<file path="src/rtl/hdlc_rx_pkg.sv">
package hdlc_rx_pkg;
  typedef enum logic [1:0] {
    ST_HUNT  = 2'd0,
    ST_FIRST = 2'd1,
    ST_PASS  = 2'd2,
    ST_DROP  = 2'd3
  } rx_state_e;
endpackage

</file>
<file path="src/rtl/hdlc_rx_deframer.sv">
module hdlc_rx_deframer #(
  parameter int unsigned DW  = 8,
  parameter int unsigned RUN = 5
) (
  input  logic          clk_i,
  input  logic          rst_ni,
  input  logic          bit_en_i,
  input  logic          bit_i,
  input  logic          tp_mode_i,
  input  logic          tp_run_i,
  output logic          byte_v_o,
  output logic [DW-1:0] byte_o,
  output logic          flag_v_o,
  output logic          flag_odd_o,
  output logic          abort_v_o
);
  localparam int unsigned WIN = RUN + 3;
  localparam int unsigned OW  = $clog2(RUN + 3);
  localparam int unsigned CW  = (DW > 1) ? $clog2(DW) : 1;
  localparam logic [WIN-1:0] FLAG_PAT = {1'b0, {(RUN+1){1'b1}}, 1'b0};

  logic [WIN-1:0] win_q, vld_q, win_n;
  logic [OW-1:0]  in_ones_q, out_ones_q;
  logic [DW-1:0]  sh_q, sh_nx, byte_q;
  logic [CW-1:0]  cnt_q, cnt_nx, cnt_after;
  logic           exit_bit, exit_vld, is_flag, is_abort, take, wrap, src;
  logic           byte_v_q, flag_pend_q, flag_v_q, flag_odd_q, abort_q;

  always_comb begin
    win_n     = {win_q[WIN-2:0], bit_i};
    exit_bit  = win_q[WIN-1];
    exit_vld  = vld_q[WIN-1];
    is_flag   = (win_n == FLAG_PAT);
    is_abort  = bit_i && (in_ones_q == OW'(RUN + 1));
    // stuffed zero: valid zero after RUN data ones
    take      = exit_vld && !((out_ones_q == OW'(RUN)) && !exit_bit);
    src       = tp_mode_i ? bit_i : exit_bit;
    sh_nx     = {src, sh_q[DW-1:1]};
    wrap      = (cnt_q == CW'(DW - 1));
    cnt_nx    = wrap ? '0 : cnt_q + 1'b1;
    cnt_after = take ? cnt_nx : cnt_q;
  end

  always_ff @(posedge clk_i or negedge rst_ni) begin
    if (!rst_ni) begin
      win_q       <= '0;
      vld_q       <= '0;
      in_ones_q   <= '0;
      out_ones_q  <= '0;
      sh_q        <= '0;
      cnt_q       <= '0;
      byte_q      <= '0;
      byte_v_q    <= 1'b0;
      flag_pend_q <= 1'b0;
      flag_v_q    <= 1'b0;
      flag_odd_q  <= 1'b0;
      abort_q     <= 1'b0;
    end else begin
      byte_v_q    <= 1'b0;
      abort_q     <= 1'b0;
      flag_v_q    <= flag_pend_q;  // flag lags the last byte by one clock
      flag_pend_q <= 1'b0;
      if (tp_mode_i) begin
        vld_q      <= '0;
        in_ones_q  <= '0;
        out_ones_q <= '0;
        if (!tp_run_i) begin
          cnt_q <= '0;
        end else if (bit_en_i) begin
          sh_q  <= sh_nx;
          cnt_q <= cnt_nx;
          if (wrap) begin
            byte_v_q <= 1'b1;
            byte_q   <= sh_nx;
          end
        end
      end else if (bit_en_i) begin
        win_q     <= win_n;
        in_ones_q <= !bit_i ? '0 :
                     (in_ones_q == OW'(RUN + 2)) ? in_ones_q : in_ones_q + 1'b1;
        if (is_abort) begin
          vld_q      <= '0;
          cnt_q      <= '0;
          out_ones_q <= '0;
          abort_q    <= 1'b1;
        end else begin
          vld_q <= is_flag ? '0 : {vld_q[WIN-2:0], 1'b1};
          if (take) begin
            sh_q  <= sh_nx;
            cnt_q <= cnt_nx;
            if (wrap) begin
              byte_v_q <= 1'b1;
              byte_q   <= sh_nx;
            end
            out_ones_q <= !exit_bit ? '0 :
                          (out_ones_q == OW'(RUN)) ? out_ones_q : out_ones_q + 1'b1;
          end else if (exit_vld) begin
            out_ones_q <= '0;
          end
          if (is_flag) begin
            flag_pend_q <= 1'b1;
            flag_odd_q  <= (cnt_after != '0);
            cnt_q       <= '0;
            out_ones_q  <= '0;
          end
        end
      end
    end
  end

  assign byte_v_o   = byte_v_q;
  assign byte_o     = byte_q;
  assign flag_v_o   = flag_v_q;
  assign flag_odd_o = flag_odd_q;
  assign abort_v_o  = abort_q;

  p_byte_after_bit_r3: assert property (@(posedge clk_i) disable iff (!rst_ni)
    byte_v_q |-> $past(bit_en_i));
  p_flag_abort_excl_r2: assert property (@(posedge clk_i) disable iff (!rst_ni)
    !(flag_v_q && abort_q));
endmodule

</file>
<file path="src/rtl/hdlc_rx_addr_match.sv">
module hdlc_rx_addr_match #(
  parameter int unsigned DW = 8
) (
  input  logic          chk_i,
  input  logic          six_i,
  input  logic [DW-1:0] addr_i,
  input  logic [DW-1:0] rx_i,
  output logic          hit_o
);
  localparam logic [DW-1:0] MASK7 = {{(DW-1){1'b1}}, 1'b0};
  localparam logic [DW-1:0] MASK6 = {{(DW-2){1'b1}}, 2'b00};

  logic [DW-1:0] mask;
  logic          same, bcast;

  always_comb begin
    mask  = six_i ? MASK6 : MASK7;
    same  = ((rx_i ^ addr_i) & mask) == '0;
    bcast = (rx_i & mask) == mask;
    hit_o = !chk_i || same || bcast;
  end
endmodule

</file>
<file path="src/rtl/hdlc_rx_filter.sv">
module hdlc_rx_filter #(
  parameter int unsigned DW  = 8,
  parameter int unsigned RUN = 5
) (
  input  logic          clk_i,
  input  logic          rst_ni,
  input  logic          bit_en_i,
  input  logic          rx_bit_i,
  input  logic          rx_en_i,
  input  logic          addr_chk_i,
  input  logic          addr_six_i,
  input  logic          transparent_i,
  input  logic [DW-1:0] addr_reg_i,
  output logic          byte_valid_o,
  output logic [DW-1:0] byte_o,
  output logic          eop_o,
  output logic          abort_o
);
  import hdlc_rx_pkg::*;

  logic          d_byte_v, d_flag_v, d_flag_odd, d_abort_v, hit;
  logic [DW-1:0] d_byte;
  rx_state_e     state_q, state_n;
  logic [DW-1:0] hold_q, hold_n, out_d_n;
  logic          emit_n, eop_n, ab_n;
  logic          out_v_q, out_eop_q, out_ab_q;
  logic [DW-1:0] out_d_q;

  hdlc_rx_deframer #(.DW(DW), .RUN(RUN)) u_deframer (
    .clk_i      (clk_i),
    .rst_ni     (rst_ni),
    .bit_en_i   (bit_en_i),
    .bit_i      (rx_bit_i),
    .tp_mode_i  (transparent_i),
    .tp_run_i   (transparent_i & rx_en_i),
    .byte_v_o   (d_byte_v),
    .byte_o     (d_byte),
    .flag_v_o   (d_flag_v),
    .flag_odd_o (d_flag_odd),
    .abort_v_o  (d_abort_v)
  );

  hdlc_rx_addr_match #(.DW(DW)) u_match (
    .chk_i  (addr_chk_i),
    .six_i  (addr_six_i),
    .addr_i (addr_reg_i),
    .rx_i   (d_byte),
    .hit_o  (hit)
  );

  always_comb begin
    state_n = state_q;
    hold_n  = hold_q;
    emit_n  = 1'b0;
    out_d_n = hold_q;
    eop_n   = 1'b0;
    ab_n    = 1'b0;
    if (transparent_i) begin
      state_n = ST_HUNT;
      if (d_byte_v && rx_en_i) begin
        emit_n  = 1'b1;
        out_d_n = d_byte;
      end
    end else if (d_abort_v) begin
      if (state_q == ST_PASS) begin
        emit_n = 1'b1;
        eop_n  = 1'b1;
        ab_n   = 1'b1;
      end
      state_n = ST_HUNT;
    end else if (d_flag_v) begin
      if (state_q == ST_PASS) begin
        emit_n = 1'b1;
        eop_n  = 1'b1;
        ab_n   = d_flag_odd;
      end
      // enable is honoured only here, at a frame boundary
      state_n = rx_en_i ? ST_FIRST : ST_HUNT;
    end else if (d_byte_v) begin
      unique case (state_q)
        ST_FIRST: begin
          state_n = hit ? ST_PASS : ST_DROP;
          hold_n  = d_byte;
        end
        ST_PASS: begin
          emit_n = 1'b1;
          hold_n = d_byte;
        end
        default: ;
      endcase
    end
  end

  always_ff @(posedge clk_i or negedge rst_ni) begin
    if (!rst_ni) begin
      state_q   <= ST_HUNT;
      hold_q    <= '0;
      out_v_q   <= 1'b0;
      out_d_q   <= '0;
      out_eop_q <= 1'b0;
      out_ab_q  <= 1'b0;
    end else begin
      state_q   <= state_n;
      hold_q    <= hold_n;
      out_v_q   <= emit_n;
      out_eop_q <= emit_n & eop_n;
      out_ab_q  <= emit_n & ab_n;
      if (emit_n) out_d_q <= out_d_n;
    end
  end

  assign byte_valid_o = out_v_q;
  assign byte_o       = out_d_q;
  assign eop_o        = out_eop_q;
  assign abort_o      = out_ab_q;

  p_abort_closes_r9: assert property (@(posedge clk_i) disable iff (!rst_ni)
    abort_o |-> (byte_valid_o && eop_o));
  p_drop_silent_r8: assert property (@(posedge clk_i) disable iff (!rst_ni)
    (state_q == ST_DROP) |-> !byte_valid_o);
  p_no_byte_with_flag_r4: assert property (@(posedge clk_i) disable iff (!rst_ni)
    !(d_byte_v && (d_flag_v || d_abort_v)));
  p_tp_plain_r12: assert property (@(posedge clk_i) disable iff (!rst_ni)
    (byte_valid_o && $past(transparent_i)) |-> (!eop_o && !abort_o));
  p_tp_stop_r13: assert property (@(posedge clk_i) disable iff (!rst_ni)
    $past(transparent_i && !rx_en_i) |-> !byte_valid_o);
endmodule

</file>
<file path="config.mk">
export PLATFORM = sky130hd
export DESIGN_NAME = hdlc_rx_filter
export DESIGN_NICKNAME = d
export VERILOG_FILES = /design/src/rtl/hdlc_rx_pkg.sv /design/src/rtl/hdlc_rx_deframer.sv /design/src/rtl/hdlc_rx_addr_match.sv /design/src/rtl/hdlc_rx_filter.sv
export SDC_FILE = /design/constraint.sdc
export NUM_CORES = 1
export LEC_CHECK = 0
export CAP_MARGIN = 20
export CORE_UTILIZATION = 55
export DETAILED_ROUTE_END_ITERATION = 7
export GPL_TIMING_DRIVEN = 0
export PLACE_DENSITY = 0.88
export SYNTH_ARGS = -nofsm -noshare
export SYNTH_HDL_FRONTEND = slang
export SYNTH_SLANG_ARGS = --single-unit
</file>
<file path="constraint.sdc">
create_clock -name clk_i -period 3.75 [get_ports clk_i]
set_input_delay 0.375 -clock clk_i [delete_from_list [all_inputs] [get_ports clk_i]]
set_output_delay 0.375 -clock clk_i [all_outputs]
set_load 0.01 [all_outputs]
</file>
==> results of run 1 <==
worst register-to-register path, delay by kind of cell (launching register included):
kind / cells / cell delay (ns)
and+or+nand+nor: 1 / 0.14
adders and majority gates: 1 / 0.22
DFF: 1 / 0.41
muxes: 1 / 0.37
buffers and inverters: 1 / 0.06
AOI/OAI and AO/OA: 2 / 0.64
placed cells by master (no fill, tap or decap), drive strengths merged, types with 3 or more instances in the layout:
cell,count
mux2,34
clkdlybuf4s50,22
a21oi,3
nor2,12
nand2b,4
nand3,3
buf,8
nor3,4
a22oi,4
clkbuf,13
nand2,17
mux2i,9
o21ai,13
inv,8
dfrtp,66
a22o,11
nand4,3
ha,9
xnor2,5
worst paths after layout:
kind / startpoint / endpoint / slack (ns) / cells after the start
max: u_deframer.in_ones_q[0]$_DFFE_PN0P_ / u_deframer.byte_o[1]$_DFFE_PN0P_ / 1.78 / 6
min: rst_ni / byte_o[2]$_DFFE_PN0P_ / 0.02 / 1
max reg2reg: u_deframer.in_ones_q[0]$_DFFE_PN0P_ / u_deframer.byte_o[1]$_DFFE_PN0P_ / 1.78 / 6
min reg2reg: u_deframer.flag_pend_q$_DFF_PN0_ / u_deframer.flag_v_o$_DFF_PN0_ / 0.36 / 0
max in group asynchronous: rst_ni / u_deframer.sh_q[2]$_DFFE_PN0P_ / 3.11 / 2
min in group clk_i: rx_bit_i / u_deframer.win_q[0]$_DFFE_PN0P_ / 0.31 / 2
state kept, by name (all words and copies together), names as in the netlist:
name	flops
state_q	2
u_deframer.sh_q	7
u_deframer.win_q	8
u_deframer.byte_v_o	1
u_deframer.flag_v_o	1
u_deframer.in_ones_q	3
u_deframer.vld_q	8
abort_o	1
byte_valid_o	1
hold_q	8
byte_o	8
u_deframer.flag_odd_o	1
eop_o	1
u_deframer.byte_o	8
u_deframer.flag_pend_q	1
u_deframer.out_ones_q	3
u_deframer.abort_v_o	1
u_deframer.cnt_q	3
metal layers:
metal  track usage (%)  up-vias
met2              35.2       36
met3              4.05       11
met4              13.3        0
met1              27.5     1021
li1                  -      955
met5                 0        -
cell type report:
class	instances	area [um2]
Timing Repair Buffer	24	245
Clock inverter	2	35.0
Fill cell	369	1630
Tap cell	70	87.6
Multi-Input combinational cell	162	1340
Clock buffer	13	169
Sequential cell	66	1650
Inverter	8	30.0
Buffer	6	47.5
metrics by stage:
step | hold slack (ns) | total power [W]
global placement | 0.333 | 0.00103
floorplan | 0.0794 | 0.000971
finish | 0.0202 | 0.00165
global route | 0.0708 | 0.00172
detailed placement | 0.346 | 0.00104
CTS | 0.0244 | 0.00166
kinds of logic after synthesis:
group           share of synthesized area (%)
simple gates                             10.6
flops                                    53.8
buf+inv                                  2.53
mux                                      15.4
compound gates                           12.0
xor+xnor                                 2.00
fa+ha+maj                                3.67
power by group through the flow:
| stage | Combinational (W) | Clock [W] | Sequential, W |
|---|---|---|---|
| 3_5_place_dp | 0.000175 | 0 | 0.000868 |
| 4_1_cts | 0.000176 | 0.000631 | 0.000854 |
| 6_report | 0.000173 | 0.000619 | 0.000855 |
| 3_3_place_gp | 0.000164 | 0 | 0.000862 |
| 5_1_grt | 0.000194 | 0.000661 | 0.000867 |
| 2_1_floorplan | 0.000124 | 0 | 0.000846 |
==> metrics.cfg, run 1 <==
[outcome]
outcome=finished, final reports clean

[detailed_routing]
wl_met2_um=2800
drtPass1Iterations=4
routed_wl_um=5630
initialDrtViolationCount=78
dr_wl_met3_um=180
wl_met1_um=2510
top_layer=met4
vias=2023
drc=0
drtAntennaViolNets=0
vias_per_cell=5.76
wl_per_cell_um=16.0

[sta]
fin_crit_ns=1.97
grt_setup_unrepaired=false
hold_viol=0
maxSlewHeadroom_pct=61.2
worst_slack_ns=1.78
drv_slew=0
fmax_ghz=0.507
setup_viol_count_final=0
fin_skew_ns=0.00730
tightest_slew_ns=0.582
finalCritPeriodShare_pct=52.6
fin_tns_setup_ns=0

[global_routing]
antenna_found_initial=0
grt_pass1_vias=2083
grtUsageTotal_pct=21.9
grt_first_pass_wirelength_um=9740
grt-ovfl-total=0
grt_max_degree=43

[worst_setup_path]
startpoint_type=flip-flop
cp_top_family=compound AO/OA/AOI/OAI gates
slowest_stage=dfrtp_1
max_stage_delay_ns=0.41
end_kind=flip-flop
path_buf_inv=1
arrival_ns=2.20
crit_type=reg2reg
path_max_fanout=9
cp.required_ns=3.98
crit_chain=inv_1 > ha_1 > a31oi_1 > nand3_2 > a21oi_4 > mux2_2

[die]
rows=26
pin_count=27
core_um2=5240
die_area_um2=5890
die_x_um=76.7
initial_core_util_pct=58.6
die_h_um=76.7

[cells_and_area]
diodes=0
drive_gt1_share_pct=23.1
fin_nets=302
area_growth_pct=17.5
finish.utilization_pct=68.9
fin_cells=351
design_area_um2=3610

[synthesis]
synth.avg_cell_area_um2=12.7
synth_top_area_share_pct=53.8
ys_async_sr_fraction_pct=100
synth.net_count=267
ys.flop_type=dfrtp_1
synth.area.top_cells=dfrtp_1 54%, mux2_2 12%, ha_1 3.7%
synth_common_cells=66 x dfrtp_1, 34 x mux2_2, 17 x nand2_1
ys_types=50
yosysMostFrequentCell=dfrtp_1
ys_seq_area_share_pct=53.8
synth_area_um2=3070
yosysTopAreaCell=dfrtp_1
syn_inst=242
synth_edf_count=0
ys.warnings.count=0
synth_seq_cells=66

[clocking]
postCtsSetupBuffers=0
cts_tree=done
cts_buffers=9
root_buffer=clkbuf_8
worstSkewPairLatency_ns=0.35
clock_sinks=66
clk_pin_slew_ns=0.07
cts_hold_buf=0
clk_path_buf_depth=2
htreeDepth=3
cts.repair.resized=0

[power]
ir_drop_mv=0.274
seq_power_share_pct=51.9
p_int_w=0.00125
clockPowerShare_pct=37.5
cellPowerDensity_nw_per_um2=457
power.leakage_nw=1.70
switching_share_pct=24.3
power_frac_comb_pct=10.5
p_sw_w=0.000400

[placed_design]
gp_congestion=0.834
io_buffers=23
placed_cell_area_um2=3400
hpwl_um=4040
dpl_worst_slack_ns=1.47
dp.cells=336

[job]
maxCapViolations=0

[min_path]
hold_class=in2async

(Power assumes the default switching activity.)
==> run 2, diff against run 1 <==
==> constraint.sdc (replaced) <==
create_clock -name clk_i -period 2 [get_ports clk_i]
set_input_delay 0.2 -clock clk_i [delete_from_list [all_inputs] [get_ports clk_i]]
set_output_delay 0.2 -clock clk_i [all_outputs]
set_load 0.01 [all_outputs]
==> metrics.cfg, run 2 (synthesis results as in run 1) <==
[clocking]
clock_sinks=66
cts_buffers=9
worstSkewPairLatency_ns=0.35
cts_tree=done
clk_path_buf_depth=2
root_buffer=clkbuf_8
clk_pin_slew_ns=0.07
htreeDepth=3

[sta]
maxSlewHeadroom_pct=60.9
grt_setup_unrepaired=false
drv_slew=0
setup_viol_count_final=0
fmax_ghz=0.540
whs_ns=0.152
finalCritPeriodShare_pct=92.6
tightest_slew_ns=0.586
fin_crit_ns=1.85
fin_skew_ns=0.00562
hold_viol=0

[cells_and_area]
area_growth_pct=18.3
layout_common_cells=66 x dfrtp_1, 34 x mux2_2, 22 x clkdlybuf4s50_1, 17 x nand2_1, 13 x o21ai_0
fin_nets=303
final_common_cell=dfrtp_1
diodes=0
drive_gt1_share_pct=23.4
fill_cells=368
design_area_um2=3630

[worst_setup_path]
path_max_fanout=9
endpoint=u_deframer.byte_o[1]$_DFFE_PN0P_
slowest_stage=dfrtp_1
max_stage_delay_ns=0.42
startpoint_type=flip-flop
end_kind=flip-flop
r2r-end=u_deframer.byte_o[1]$_DFFE_PN0P_
crit_path_start=u_deframer.in_ones_q[0]$_DFFE_PN0P_
r2r_slack_ns=0.15
path_buf_inv=1
cp_top_family=compound AO/OA/AOI/OAI gates
rr_startpoint=u_deframer.in_ones_q[0]$_DFFE_PN0P_
worst-r2r-cell-count=6
crit_type=reg2reg
cp.required_ns=2.23
crit_cells=6
crit_chain=inv_1 > ha_1 > a31oi_4 > nand3_2 > a21oi_4 > mux2_2
arrival_ns=2.08

[placed_design]
placed_cell_area_um2=3400
gp_congestion=0.834
hpwl_um=4040
io_buffers=23

[detailed_routing]
drtAntennaViolNets=0
initialDrtViolationCount=75
vias=2013
drtPass1Iterations=4
routed_wl_um=5670
drc=0
vias_per_cell=5.72
wl_per_cell_um=16.1

[die]
rows=26
initial_core_util_pct=58.6
pin_count=27
die_area_um2=5890
die_h_um=76.7
die_x_um=76.7
core_um2=5240

[global_routing]
antenna_found_initial=0
grt-ovfl-total=0
grt_first_pass_wirelength_um=9760
grt_pass1_vias=2092
grtUsageTotal_pct=21.9
grt_max_degree=43

[power]
power.leakage_nw=1.71
cellPowerDensity_nw_per_um2=852
ir_drop_mv=0.520

[job]
maxCapViolations=0

[min_path]
hold_class=in2reg

[outcome]
outcome=finished, final reports clean

## run 2: worst min path at each step
| stage | start | end | depth (start not counted) |
|---|---|---|---|
| after floorplan | rst_ni | abort_o$_DFF_PN0_ | 0 |
| after global placement | u_deframer.flag_pend_q$_DFF_PN0_ | u_deframer.flag_v_o$_DFF_PN0_ | 0 |
| after detailed placement | rst_ni | byte_o[2]$_DFFE_PN0P_ | 1 |
| after CTS | rx_bit_i | u_deframer.win_q[0]$_DFFE_PN0P_ | 2 |
| after global routing | rx_bit_i | u_deframer.win_q[0]$_DFFE_PN0P_ | 2 |
| final | rx_bit_i | u_deframer.win_q[0]$_DFFE_PN0P_ | 2 |
## run 2: cell type report
class                      count  area (um2)  share of cell area (%)
buffer                         6        47.5                    1.31
clock inverter                 2        35.0                   0.965
sequential                    66        1650                    45.5
multi-input combinational    162        1360                    37.3
clock buffer                  13         169                    4.65
timing repair buffer          25         255                    7.03
inverter                       8        30.0                   0.827
tap                           70        87.6                    2.41
## run 2: worst reg2reg max path: stages (launching register included)
cell and delay (ns):
dfrtp_1 0.42, inv_1 0.06, ha_1 0.24, a31oi_4 0.23
nand3_2 0.12, a21oi_4 0.29, mux2_2 0.38
## run 2: report_power, final
group | total [W] | internal, W | switching (W)
combinational | 0.000331 | 0.000191 | 0.000140
sequential | 0.00160 | 0.00148 | 0.000121
clock | 0.00116 | 0.000670 | 0.000493
## run 2: layer usage
| layer | vias up | track usage (%) | routed length (um) |
|---|---|---|---|
| li1 | 957 | - | - |
| met1 | 1007 | 27.5 | 2540 |
| met2 | 38 | 35.4 | 2810 |
| met3 | 11 | 4.05 | 167 |
| met4 | 0 | 13.3 | 146 |
| met5 | - | 0 | 0 |
## run 2: stage by stage
stage	util, %	worst slack [ns]	TNS (ns)	power, W	std cells
6_report	69.4	0.149	0	0.00310	352
5_1_grt	69.4	0.0502	0	0.00323	352
4_1_cts	69.1	0.00355	0	0.00312	352
3_5_place_dp	65.0	-0.100	-1.16	0.00196	336
3_3_place_gp	64.7	-1.31	-86.02	0.00192	335
2_1_floorplan	-	0.263	0	0.00182	242
## run 2: repair_timing
item | in CTS | in global routing
gates resized for setup | 0 | 2
endpoints found under the hold margin | 24 | 0
hold buffers | 1 | 0
buffers inserted | 0 | 0
endpoints found under the setup margin | 0 | 8
